==> config.mk <==
export PLATFORM = sky130hd
export DESIGN_NAME = xpt_switch_ctl
export DESIGN_NICKNAME = d
export VERILOG_FILES = /design/src/rtl/xpt_pkg.sv /design/src/rtl/xpt_sampler.sv /design/src/rtl/xpt_decoder.sv /design/src/rtl/xpt_cell_array.sv /design/src/rtl/xpt_guard.sv /design/src/rtl/xpt_switch_ctl.sv
export SDC_FILE = /design/constraint.sdc
export NUM_CORES = 1
export LEC_CHECK = 0
export BUFFER_PORTS_ARGS = -buffer_cell sky130_fd_sc_hd__buf_2
export CAP_MARGIN = 30
export CORE_UTILIZATION = 58
export DETAILED_ROUTE_END_ITERATION = 10
export HOLD_SLACK_MARGIN = 0.15
export PLACE_DENSITY = 0.91
export SYNTH_ARGS = -nofsm -noshare
export SYNTH_HDL_FRONTEND = slang
export SYNTH_SLANG_ARGS = --single-unit
==> constraint.sdc <==
create_clock -name clk -period 4.1 [get_ports clk]
set_input_delay 0.82 -clock clk [delete_from_list [all_inputs] [get_ports clk]]
set_output_delay 0.82 -clock clk [all_outputs]
set_load 0.05 [all_outputs]
==> src/rtl/xpt_pkg.sv <==
package xpt_pkg;

    localparam int unsigned XPT_ROW_W = 3;
    localparam int unsigned XPT_COL_W = 3;

    // Phase of the write strobe, derived from two consecutive samples
    typedef enum logic [1:0] {
        PH_IDLE  = 2'd0,
        PH_OPEN  = 2'd1,
        PH_HOLD  = 2'd2,
        PH_CLOSE = 2'd3
    } strobe_phase_e;

    function automatic strobe_phase_e phase_of(input logic cur, input logic prev);
        case ({cur, prev})
            2'b10:   return PH_OPEN;
            2'b11:   return PH_HOLD;
            2'b01:   return PH_CLOSE;
            default: return PH_IDLE;
        endcase
    endfunction

    // Phases in which the cell array accepts a write
    function automatic logic phase_writes(input strobe_phase_e ph);
        return (ph != PH_IDLE);
    endfunction

endpackage

==> src/rtl/xpt_sampler.sv <==
module xpt_sampler #(
    parameter int unsigned AW = 6
) (
    input  logic          clk,
    input  logic          rst,
    input  logic          strobe,
    input  logic          data_in,
    input  logic [AW-1:0] addr_in,
    output logic          stb_q,
    output logic          stb_p,
    output logic          data_q,
    output logic          data_p,
    output logic [AW-1:0] addr_q,
    output logic [AW-1:0] addr_p
);

    // Two-deep sample history of the control inputs
    always_ff @(posedge clk) begin
        if (rst) begin
            stb_q  <= 1'b0;
            stb_p  <= 1'b0;
            data_q <= 1'b0;
            data_p <= 1'b0;
            addr_q <= '0;
            addr_p <= '0;
        end else begin
            stb_q  <= strobe;
            stb_p  <= stb_q;
            data_q <= data_in;
            data_p <= data_q;
            addr_q <= addr_in;
            addr_p <= addr_q;
        end
    end

endmodule

==> src/rtl/xpt_decoder.sv <==
module xpt_decoder #(
    parameter int unsigned AW = 6,
    localparam int unsigned N = 1 << AW
) (
    input  logic          en,
    input  logic [AW-1:0] addr,
    output logic [N-1:0]  sel
);

    for (genvar i = 0; i < N; i++) begin : g_match
        assign sel[i] = en && (addr == AW'(i));
    end

endmodule

==> src/rtl/xpt_cell_array.sv <==
module xpt_cell_array #(
    parameter int unsigned N = 64
) (
    input  logic         clk,
    input  logic         rst,
    input  logic [N-1:0] sel,
    input  logic         wr_data,
    output logic [N-1:0] cells
);

    for (genvar i = 0; i < N; i++) begin : g_cell
        always_ff @(posedge clk) begin
            if (rst) begin
                cells[i] <= 1'b0;
            end else if (sel[i]) begin
                cells[i] <= wr_data;
            end
        end
    end

endmodule

==> src/rtl/xpt_guard.sv <==
module xpt_guard #(
    parameter int unsigned AW = 6
) (
    input  logic          stb_q,
    input  logic          stb_p,
    input  logic [AW-1:0] addr_q,
    input  logic [AW-1:0] addr_p,
    output logic          proto_err
);

    // Address must not move between two high strobe samples
    always_comb begin
        proto_err = stb_q && stb_p && (addr_q != addr_p);
    end

endmodule

==> src/rtl/xpt_switch_ctl.sv <==
module xpt_switch_ctl
    import xpt_pkg::*;
#(
    parameter int unsigned ROW_W = XPT_ROW_W,
    parameter int unsigned COL_W = XPT_COL_W,
    localparam int unsigned AW   = ROW_W + COL_W,
    localparam int unsigned N    = 1 << AW
) (
    input  logic             clk,
    input  logic             rst,
    input  logic             strobe,
    input  logic             data_in,
    input  logic [ROW_W-1:0] row_sel,
    input  logic [COL_W-1:0] col_sel,
    output logic [N-1:0]     sw_en,
    output logic             proto_err
);

    logic          stb_q, stb_p, data_q, data_p;
    logic [AW-1:0] addr_q, addr_p;
    logic [AW-1:0] wr_addr;
    logic          wr_data, wr_en;
    logic [N-1:0]  sel;
    strobe_phase_e phase;

    // Column in the high bits, row in the low bits: index col*ROWS + row
    xpt_sampler #(.AW(AW)) u_sampler (
        .clk     (clk),
        .rst     (rst),
        .strobe  (strobe),
        .data_in (data_in),
        .addr_in ({col_sel, row_sel}),
        .stb_q   (stb_q),
        .stb_p   (stb_p),
        .data_q  (data_q),
        .data_p  (data_p),
        .addr_q  (addr_q),
        .addr_p  (addr_p)
    );

    always_comb begin
        phase = phase_of(stb_q, stb_p);
        wr_en = phase_writes(phase);
        if (phase == PH_CLOSE) begin
            // Final commit uses the last sample taken while strobe was high
            wr_addr = addr_p;
            wr_data = data_p;
        end else begin
            wr_addr = addr_q;
            wr_data = data_q;
        end
    end

    xpt_decoder #(.AW(AW)) u_decoder (
        .en   (wr_en),
        .addr (wr_addr),
        .sel  (sel)
    );

    xpt_cell_array #(.N(N)) u_cells (
        .clk     (clk),
        .rst     (rst),
        .sel     (sel),
        .wr_data (wr_data),
        .cells   (sw_en)
    );

    xpt_guard #(.AW(AW)) u_guard (
        .stb_q     (stb_q),
        .stb_p     (stb_p),
        .addr_q    (addr_q),
        .addr_p    (addr_p),
        .proto_err (proto_err)
    );

endmodule

==> results of run 1 <==
cells by family (layout without fill, tap and decap cells):
kind of cell / Yosys count / count (layout) / share of synthesized area (%)
mux: 67 / 67 / 19.3
buf+inv: 35 / 99 / 5.87
xor+xnor: 6 / 6 / 1.46
flops: 80 / 80 / 44.4
simple gates: 166 / 166 / 26.5
compound gates: 11 / 11 / 2.46
area by class of cell:
class,count,area [sq um],share of cell area (%)
inverters,4,15.0,0.364
flip-flops and latches,80,1600,38.9
multi-input cells,250,1790,43.5
clock buffers,13,159,3.86
repair buffers,79,420,10.2
clock inverters,3,40.0,0.971
well taps,75,93.8,2.28
power by group:
part	internal (mW)	leakage [nW]	switching [mW]	total (mW)
Clock	0.313	0.103	0.264	0.577
Combinational	0.0364	1.30	0.0648	0.101
Sequential	0.785	0.648	0.0121	0.797
Total	1.13	2.05	0.341	1.48
flip-flops by register name, summed over array words and instances (netlist names):
name / count
u_cells.cells: 64
u_sampler.stb_p: 1
u_sampler.data_p: 1
u_sampler.stb_q: 1
u_sampler.data_q: 1
u_sampler.addr_p: 6
u_sampler.addr_q: 6
routing by layer:
metal | vias up | share of wire (%)
met2 | 95 | 48
met3 | 15 | 7.9
met4 | 0 | 1.9
met5 | - | 0
met1 | 1313 | 42
li1 | 1358 | -
synthesized netlist by cell type, types with 3 or more instances:
master	instances	area (sq um)
nor2_1	5	18.8
buf_6	8	90.1
dfxtp_1	80	1600
buf_2	13	65.1
nand2b_1	65	407
nor4b_1	3	26.3
nand2_1	6	22.5
nand3b_1	3	22.5
clkbuf_1	9	33.8
mux2i_1	65	651
nand3_1	66	330
nor4bb_1	4	40.0
a31o_2	6	52.6
nor2b_1	12	75.1
inv_1	4	15.0
xor2_1	4	35.0
how the worst max path moves through the flow:
stage                     slack (ns)                end  cells after the start            start
after global routing            1.66  u_cells.cells[46]                      4  u_sampler.stb_q
final                           1.74          proto_err                      3  u_sampler.stb_q
after CTS                       1.74          proto_err                      3  u_sampler.stb_q
after detailed placement        1.87  u_cells.cells[31]                      4  u_sampler.stb_q
after floorplan                 1.82          proto_err                      3  u_sampler.stb_q
after global placement          1.59  u_cells.cells[50]                      4  u_sampler.stb_q
worst max-delay path, stage by stage (launching register included):
cell and delay, ns:
dfxtp_1 0.65, nand2_1 0.09, a31oi_1 0.16, buf_2 0.28
==> results by group, run 1 <==
Status
  – Status: completed

Setup path
  – WS Path Type: reg2out
  – CP arrival: 1.54 ns
  – Reg2reg start: u_sampler.stb_q
  – R2R Setup Slk: 1.84 ns
  – Crit path capture type: primary output
  – RR Endpoint: u_cells.cells[46]
  – Worst Path Required: 3.28 ns
  – CP max FO: 17
  – CP Launch Type: register
  – Number of cells on the worst reg-to-reg path: 4

Clock tree
  – Root Buffer Master: clkbuf_8
  – PostCTS Resize Cnt: 0
  – Clk_lat worst skew: 0.35 ns
  – CTS tree: done
  – Post-CTS Setup Repair Bufs: 0
  – Htree depth: 3
  – Clk buf depth: 2
  – Worst-path clk slew: 0.08 ns
  – CTS buffer count: 9
  – Cts-stage hold buffer count: 0
  – Clk sinks: 80

Die
  – I/O pins: 75
  – Die width: between 80 and 90 um
  – Row count: 28
  – Initial Utilization: 60.5%
  – Die height: 80.8 um
  – Core ar.: between 0.005 and 0.006 sq mm
  – Total die area: 0.00653 sq mm

Place
  – Post-place instance area: 0.00392 sq mm
  – IO buf count: 74
  – Final GP Congestion: around 0.84
  – Post-place setup slack: 1.87 ns
  – Dpl cells: 487
  – DP Wirelength: 4.82 mm

Worst hold path
  – Hold_sp: u_sampler.data_q
  – WHS Endpoint: u_sampler.data_p
  – WHS Path Cells: 1
  – Hold Crit Class: reg2reg

Drt
  – DR DRC count: 0
  – Post-DR wirelength/cell: around 15 um
  – Vias: between 2k and 3k
  – Vias/cell: 5.52
  – WL final: ~7.7 mm
  – Post-route ant nets: 0
  – Router iterations before antenna repair: 4
  – Starting DRC count in detailed routing: 246

Logic synthesis
  – Synthesized flop and latch total: 80
  – Sequential share of the synthesized area: 44.4%
  – Cell Area, Synth: 0.00360 sq mm
  – Ys Warns: 0
  – Cell count after synthesis: 365
  – Syn nets: 375
  – Number of synthesized flops with an enable pin: 0
  – Library cells used by synthesis: 25
  – Synth Area per Inst: 9.88 sq um
  – Synth async-reset ratio: 0%
  – Main synth FF type: dfxtp_1

Power
  – Pleak: between 2 and 2.5 nW
  – Max VDD drop: 220 uV
  – Overall power: 1.48 mW
  – Power density cells: ~360 mW/mm^2

GRT
  – Most Crowded Layer GR: met2
  – Met2 Usage GRT: 40.2%
  – Met1 usage: 31.4%
  – Largest net degree at the start of global routing: 81
  – Grt ovf: 0
  – Grt met3 use: between 6 and 7%
  – Antenna violations before repair: 0
  – Vias in the first global route: ~2.5k
  – Global Route Usage Sum: between 20% and 30%
  – First-pass GRT wire length: ~12 mm

Timing
  – Worst-margin pin slew: 0.590 ns
  – Final Hold Vio Count: 0
  – Relative slew slack: 59.8%
  – Final min period: 2.36 ns
  – Hold slack: 0.473 ns
  – Clock skew: 0.00876 ns
  – Fin Setup TNS: 0 ns
  – Slew Limit Fails: 0
  – Max Clock Freq: approximately 0.42 GHz
  – Final setup violation count: 0
  – Post-route clock period utilization: 57.5%
  – RSZ-0062 raised after global routing: no
  – PnR worst setup slack: 1.74 ns

Layout
  – Fin util: 69.2%
  – Post-Layout Inst Area: 0.00412 sq mm
  – Post-Layout Cell Count: around 500
  – Most frequent cells in the layout: dfxtp_1 (80), buf_2 (74), nand3_1 (66)
  – Fin nets: 434
  – Synthesis-to-layout area growth: 14.3%
  – Diode count: 0
  – Fill cells: 478
  – Commonest non-fill, non-tap cell in the layout: dfxtp_1
  – Share of cells above drive strength 1: 24.0%

Run
  – Max-Cap Viols: 0
No activity file was read; power rests on OpenSTA's default activity.
==> run 2, diff against run 1 <==
Settings changed: ABC_AREA set to 1, CORE_UTILIZATION 58 to 54, PLACE_DENSITY 0.91 to 0.86.
Clock period 4.1 ns to 2.4 ns, I/O delays scaled along.
==> results by group, run 2 <==
Power
  – Power density cells: 616 mW/mm^2 (+72%)
  – Pint: 1.83 mW (+61%)
  – Sw Ratio: 28.2% (+5.1 points)
  – Net Sw Power: 0.718 mW (+110%)
  – Combinational power share: 11.6% (+4.7 points)
  – Max VDD drop: 418 uV (+90%)
  – Clock Power Share: 35.0% (-4.1 points)
  – Sequential Power Share: 53.4% (-0.6 points)
  – Overall power: 2.54 mW (+72%)
  – Pleak: 1.90 nW (-7.4%)

Layout
  – Sequential standard cell area: 0.00160 sq mm (unchanged)
  – Share of cells above drive strength 1: 25.3% (+1.3 points)
  – Fin util: 65.0% (-4.2 points)
  – Fin nets: 555 (+28%)
  – Top Registers: u_cells.cells: 64 flops, u_sampler.addr_p: 6 flops, u_sampler.addr_q: 6 flops
  – Diode count: 0 (unchanged)
  – Fill cells: 542 (+13%)
  – Top reg by flops: u_cells.cells
  – Multi-input logic area: 0.00173 sq mm (-3.6%)
  – Post-Layout Cell Count: 627 (+24%)
  – Most frequent cells in the layout: nor2_1 (83), dfxtp_1 (80), nand2_1 (78)
  – Max reg flops: 64 (unchanged)
  – Synthesis-to-layout area growth: 16.0%
  – Commonest non-fill, non-tap cell in the layout: nor2_1
  – Post-Layout Inst Area: 0.00413 sq mm (+0.21%)

Place
  – Dpl cells: 611 (+25%)
  – IO buf count: 74 (unchanged)
  – Post-place instance area: 0.00396 sq mm (+1.1%)
  – Final GP Congestion: 0.887 (+5.4%)
  – DP Wirelength: 5.79 mm (+20%)

Logic synthesis
  – Main synth FF type: dfxtp_1
  – Synth top area share: 45.0% (+0.55 points)
  – Cell count after synthesis: 481 (+32%)
  – Synthesized-area fraction occupied by adder cells: 0% (unchanged)
  – Synthesized flop and latch total: 80 (unchanged)
  – Top cells by count, synth: nor2_1 (83), dfxtp_1 (80), nand2_1 (78)
  – Yosys top cell by area: dfxtp_1
  – Xor-xnor portion of the synthesized cell area: 0% (-1.5 points)
  – Ys Warns: 0 (unchanged)
  – Library cells used by synthesis: 21 (-16%)
  – Synth area leaders: dfxtp_1 (45%), nand3_1 (11%), a21oi_1 (9.0%), nor2_1 (8.7%), nand2_1 (8.2%)
  – Cell Area, Synth: 0.00356 sq mm (-1.2%)
  – Synth Area per Inst: 7.40 sq um (-25%)
  – Number of synthesized flops with an enable pin: 0 (unchanged)
  – Synth async-reset ratio: 0% (unchanged)
  – Synth Area in Compound Gates: 10.6% (+8.1 points)
  – Main combinational cell family by area after synthesis: simple AND/OR/NAND/NOR gates
  – Most common cell in the netlist: nor2_1
  – Sequential share of the synthesized area: 45.0% (+0.55 points)
  – Post-Synth Simple-Gate Area: 37.7% (+11 points)
  – Post-synthesis mux area share: 0% (-19 points)
  – Syn nets: 491 (+31%)

GRT
  – Largest net degree at the start of global routing: 38 (-53%)
  – Antenna violations before repair: 0 (unchanged)
  – Global Route Usage Sum: 25.1% (-0.093 points)
  – Vias in the first global route: 2886 (+14%)
  – First-pass GRT wire length: 13.8 mm (+12%)
  – Grt ovf: 0 (unchanged)

Timing
  – Slew Limit Fails: 0 (unchanged)
  – RSZ-0062 raised after global routing: no
  – Final Hold Vio Count: 0 (unchanged)
  – Relative slew slack: 53.5% (-6.3 points)
  – Clock skew: 0.0121 ns (+0.00338 ns)
  – Final setup violation count: 0 (unchanged)
  – Worst-margin pin slew: 0.695 ns (+0.105 ns)
  – Fin Setup TNS: 0 ns (unchanged)
  – Max Clock Freq: 0.484 GHz
  – Final min period: 2.07 ns
  – Post-route clock period utilization: 86.1%

Setup path
  – CP max-delay cell: nor2_2
  – CP arrival: 2.31 ns (+0.77 ns)
  – WS Path Type: reg2reg
  – Cells along the critical path: inv_2 > nand2_2 > nand2_1 > o21ai_0 > nor2_2 > buf_4 > nand3_1 > nand2_1 > nor2_1
  – Most frequent CP cell: nand2_1
  – CP max FO: 24 (+7)
  – Crit path largest cell delay: 0.36 ns (-0.29 ns)
  – CP Launch Type: register
  – Crit path capture type: register
  – Worst Path Required: 2.65 ns (-0.63 ns)

Run
  – Max-Cap Viols: 0 (unchanged)

Clock tree
  – Cts-stage hold buffer count: 0 (unchanged)
  – Root Buffer Master: clkbuf_8
  – CTS tree: done
  – Htree depth: 3 (unchanged)
  – Clk sinks: 80 (unchanged)
  – Clk_lat worst skew: 0.36 ns (about the same)
  – Post-CTS Setup Repair Bufs: 0 (unchanged)
  – CTS buffer count: 9 (unchanged)
  – PostCTS Resize Cnt: 0 (unchanged)
  – Clk buf depth: 2 (unchanged)
  – Worst-path clk slew: 0.08 ns (about the same)

Drt
  – Router iterations before antenna repair: 4 (unchanged)
  – WL final: 8.57 mm (+11%)
  – Vias/cell: 5.40 (-2.1%)
  – Post-route ant nets: 0 (unchanged)
  – DR DRC count: 0 (unchanged)
  – Post-DR wirelength/cell: 13.7 um (-11%)
  – Starting DRC count in detailed routing: 288 (+17%)
  – Vias: 3388 (+22%)

Die
  – Die height: 83.2 um (+2.9%)
  – I/O pins: 75 (unchanged)
  – Initial Utilization: 56.1% (-4.4 points)
  – Die width: 83.2 um (+2.9%)
  – Total die area: 0.00692 sq mm (+5.9%)
  – Row count: 29 (+3.6%)
  – Core ar.: 0.00635 sq mm (+6.6%)

Worst hold path
  – Hold Crit Class: in2reg

Status
  – Status: completed
-- run 2: changes by cell type after synthesis, moves of 18 or more --
cell      delta
nor2_1      +78
nand2_1     +72
mux2i_1     -65
nand2b_1    -65
a21oi_1     +64
inv_1       +18
-- run 2: cell families (layout without fill, tap and decap cells) --
| logic type | count (synthesis) | after routing |
|---|---|---|
| AND/OR/NAND/NOR | 275 | 275 |
| flip-flops | 80 | 80 |
| buffers and inverters | 53 | 122 |
| AO/OA/AOI/OAI | 73 | 73 |
-- run 2: path summary, 6_finish.rpt --
| kind | start | endpoint | slack, ns | depth (start not counted) |
|---|---|---|---|---|
| max reg2reg | u_sampler.stb_q | u_cells.cells[28] | 0.33 | 9 |
| max | u_sampler.stb_q | u_cells.cells[28] | 0.33 | 9 |
| min | row_sel[0] | u_sampler.addr_q[0] | 0.32 | 3 |
| min reg2reg | u_sampler.data_q | u_sampler.data_p | 0.44 | 2 |
-- run 2: metrics by stage --
| step | setup slack, ns | hold WS, ns |
|---|---|---|
| detailed placement | 0.432 | 0.425 |
| finish | 0.335 | 0.324 |
| CTS | 0.380 | 0.316 |
| global route | 0.187 | 0.319 |
| global placement | 0.552 | 0.427 |
| floorplan | 0.910 | 0.410 |
-- run 2: layout make-up --
type / instances / area share [%]
multi-input combinational: 348 / 41.8
sequential: 80 / 38.8
timing repair buffer: 82 / 10.7
clock buffer: 11 / 3.42
tap: 77 / 2.33
inverter: 24 / 2.18
clock inverter: 5 / 0.757
-- run 2: critical path, delay by kind of cell (launching register included) --
kind | cells | cell delay, ns
flops | 1 | 0.33
buf+inv | 2 | 0.50
compound gates | 1 | 0.15
simple gates | 6 | 0.96
-- run 2: per-layer routing --
layer	track usage, %	vias up	wire, um
li1	-	1690	-
met1	33.0	1534	3770
met2	39.7	146	4100
met3	4.67	18	495
met4	11.9	0	205
met5	0	-	0
-- run 2: power by group through the flow --
stage	Sequential, mW	Combinational [mW]	Clock [mW]
after detailed placement	1.39	0.291	0
after global placement	1.39	0.284	0
after global routing	1.36	0.322	0.963
final	1.36	0.296	0.890
after floorplan	1.41	0.217	0
after CTS	1.36	0.293	0.902
==> run 3, diff against run 2 <==
Settings changed: RECOVER_POWER set to 100.
==> results by group, run 3 (synthesized netlist as in run 2, its figures left out) <==
Status
  – Status: completed

Drt
  – Vias: 3384 (-0.12%)
  – DR DRC count: 0 (unchanged)
  – Post-DR wirelength/cell: 13.8 um (+0.80%)
  – Router iterations before antenna repair: 4 (unchanged)
  – Starting DRC count in detailed routing: 267 (-7.3%)
  – WL final: 8.64 mm (+0.80%)
  – Vias/cell: 5.40 (-0.12%)
  – Post-route ant nets: 0 (unchanged)

Setup path
  – CP arrival: 1.71 ns (-0.60 ns)
  – WP buf/inv: 3 (+1)
  – Crit path capture type: primary output
  – Cells along the critical path: inv_1 > o22ai_1 > nor2_1 > nand3_1 > nand3_1 > inv_1 > clkbuf_1
  – Delay-heaviest family, CP: buffers and inverters
  – R2R Setup Slk: 0.32 ns (about the same)
  – Worst Path Required: 1.92 ns (-0.73 ns)
  – WS Path Type: reg2out
  – Crit path largest cell delay: 0.45 ns (+0.09 ns)
  – CP max-delay cell: clkbuf_1
  – CP max FO: 3 (-88%)
  – CP Launch Type: register

Clock tree
  – Root Buffer Master: clkbuf_8
  – Htree depth: 3 (unchanged)
  – PostCTS Resize Cnt: 0 (unchanged)
  – Clk buf depth: 2 (unchanged)
  – Cts-stage hold buffer count: 0 (unchanged)
  – Post-CTS Setup Repair Bufs: 0 (unchanged)
  – CTS tree: done
  – Clk sinks: 80 (unchanged)
  – Clk_lat worst skew: 0.35 ns (about the same)
  – Worst-path clk slew: 0.08 ns (about the same)
  – CTS buffer count: 9 (unchanged)

GRT
  – Antenna violations before repair: 0 (unchanged)
  – Vias in the first global route: 2886 (unchanged)
  – Largest net degree at the start of global routing: 38 (unchanged)
  – Global Route Usage Sum: 25.1% (unchanged)
  – First-pass GRT wire length: 13.8 mm (unchanged)
  – Grt ovf: 0 (unchanged)

Die
  – Die height: 83.2 um (unchanged)
  – Total die area: 0.00692 sq mm (unchanged)
  – Row count: 29 (unchanged)
  – Core ar.: 0.00635 sq mm (unchanged)
  – Initial Utilization: 56.1% (unchanged)
  – Die width: 83.2 um (unchanged)
  – I/O pins: 75 (unchanged)

Timing
  – Final Hold Vio Count: 0 (unchanged)
  – Slew Limit Fails: 0 (unchanged)
  – Worst-margin pin slew: 0.699 ns (+0.00369 ns)
  – Final setup violation count: 0 (unchanged)
  – Post-route clock period utilization: 91.1% (+5.0 points)
  – Clock skew: 0.00968 ns (-0.00246 ns)
  – Final min period: 2.19 ns (+0.120 ns)
  – Relative slew slack: 53.2% (-0.25 points)
  – Fin Setup TNS: 0 ns (unchanged)
  – RSZ-0062 raised after global routing: no
  – Max Clock Freq: 0.458 GHz (-5.5%)

Place
  – DP Wirelength: 5.79 mm (unchanged)
  – Final GP Congestion: 0.887 (unchanged)
  – Post-place instance area: 0.00396 sq mm (unchanged)
  – IO buf count: 74 (unchanged)

Power
  – Pint: 1.82 mW (-0.19%)
  – Combinational power share: 11.5% (about the same)
  – Power density cells: 629 mW/mm^2 (+2.1%)
  – Sw Ratio: 28.3% (+0.041 points)
  – Pleak: 1.61 nW (-15%)
  – Sequential Power Share: 53.5% (about the same)
  – Clock Power Share: 35.0% (about the same)
  – Max VDD drop: 422 uV (+1.1%)
  – Net Sw Power: 0.718 mW (about the same)

Layout
  – Fill cells: 571 (+5.4%)
  – Synthesis-to-layout area growth: 13.5%
  – Share of cells above drive strength 1: 13.3% (-12 points)
  – Max reg flops: 64 (unchanged)
  – Top reg by flops: u_cells.cells
  – Commonest non-fill, non-tap cell in the layout: nor2_1
  – Post-Layout Inst Area: 0.00404 sq mm (-2.2%)
  – Fin nets: 555 (unchanged)
  – Top Registers: u_cells.cells: 64 flops, u_sampler.addr_p: 6 flops, u_sampler.addr_q: 6 flops
  – Diode count: 0 (unchanged)
  – Fin util: 63.6% (-1.4 points)
  – Most frequent cells in the layout: nor2_1 (83), dfxtp_1 (80), nand2_1 (78)

Run
  – Max-Cap Viols: 0 (unchanged)

Worst hold path
  – Hold Crit Class: in2reg
run 3: cell types whose count changed in the layout (fill, tap and decap cells not counted):
cell      change
buf_2        -66
buf_4         -3
clkbuf_2      +3
clkbuf_1     +66
run 3: power by group through the flow:
stage / Sequential [mW] / Clock (mW) / Combinational (mW)
floorplan: 1.41 / 0 / 0.217
global route: 1.36 / 0.963 / 0.318
detailed placement: 1.39 / 0 / 0.291
global placement: 1.39 / 0 / 0.284
finish: 1.36 / 0.890 / 0.292
CTS: 1.36 / 0.902 / 0.293
run 3: worst min-delay path: stages:
cell and delay, ns:
buf_2 0.07, inv_1 0.03, nor2_1 0.06
run 3: path summary, 6_finish.rpt:
check,from,end,cells after the start
setup / recovery,u_sampler.addr_q[0],proto_err,7
hold / removal,row_sel[0],u_sampler.addr_q[0],3
setup reg to reg,u_sampler.stb_q,u_cells.cells[53],9
hold reg to reg,u_sampler.data_q,u_sampler.data_p,2
run 3: layout make-up:
cell class              instances  area, sq um  share of cell area [%]
repair buffers                 82          353                    8.73
clock inverters                 5         31.3                   0.774
inverters                      24         90.1                    2.23
multi-input cells             348         1730                    42.7
flip-flops and latches         80         1600                    39.6
well taps                      77         96.3                    2.38
clock buffers                  11          141                    3.50
run 3: stage by stage:
| step | setup WS [ns] | cells | hold WS, ns | power (mW) |
|---|---|---|---|---|
| after floorplan | 0.910 | 481 | 0.410 | 1.62 |
| after global placement | 0.552 | 611 | 0.427 | 1.67 |
| after detailed placement | 0.432 | 611 | 0.425 | 1.68 |
| after CTS | 0.380 | 627 | 0.316 | 2.55 |
| after global routing | 0.108 | 627 | 0.319 | 2.64 |
| final | 0.215 | 627 | 0.324 | 2.54 |
run 3: layer usage:
metal	share of wire, %	wire [um]	global-route usage (%)	vias up
met2	48	4180	39.7	141
li1	-	-	-	1686
met5	0	0	0	-
met4	2.6	228	11.9	0
met3	6.0	515	4.67	20
met1	43	3720	33.0	1537
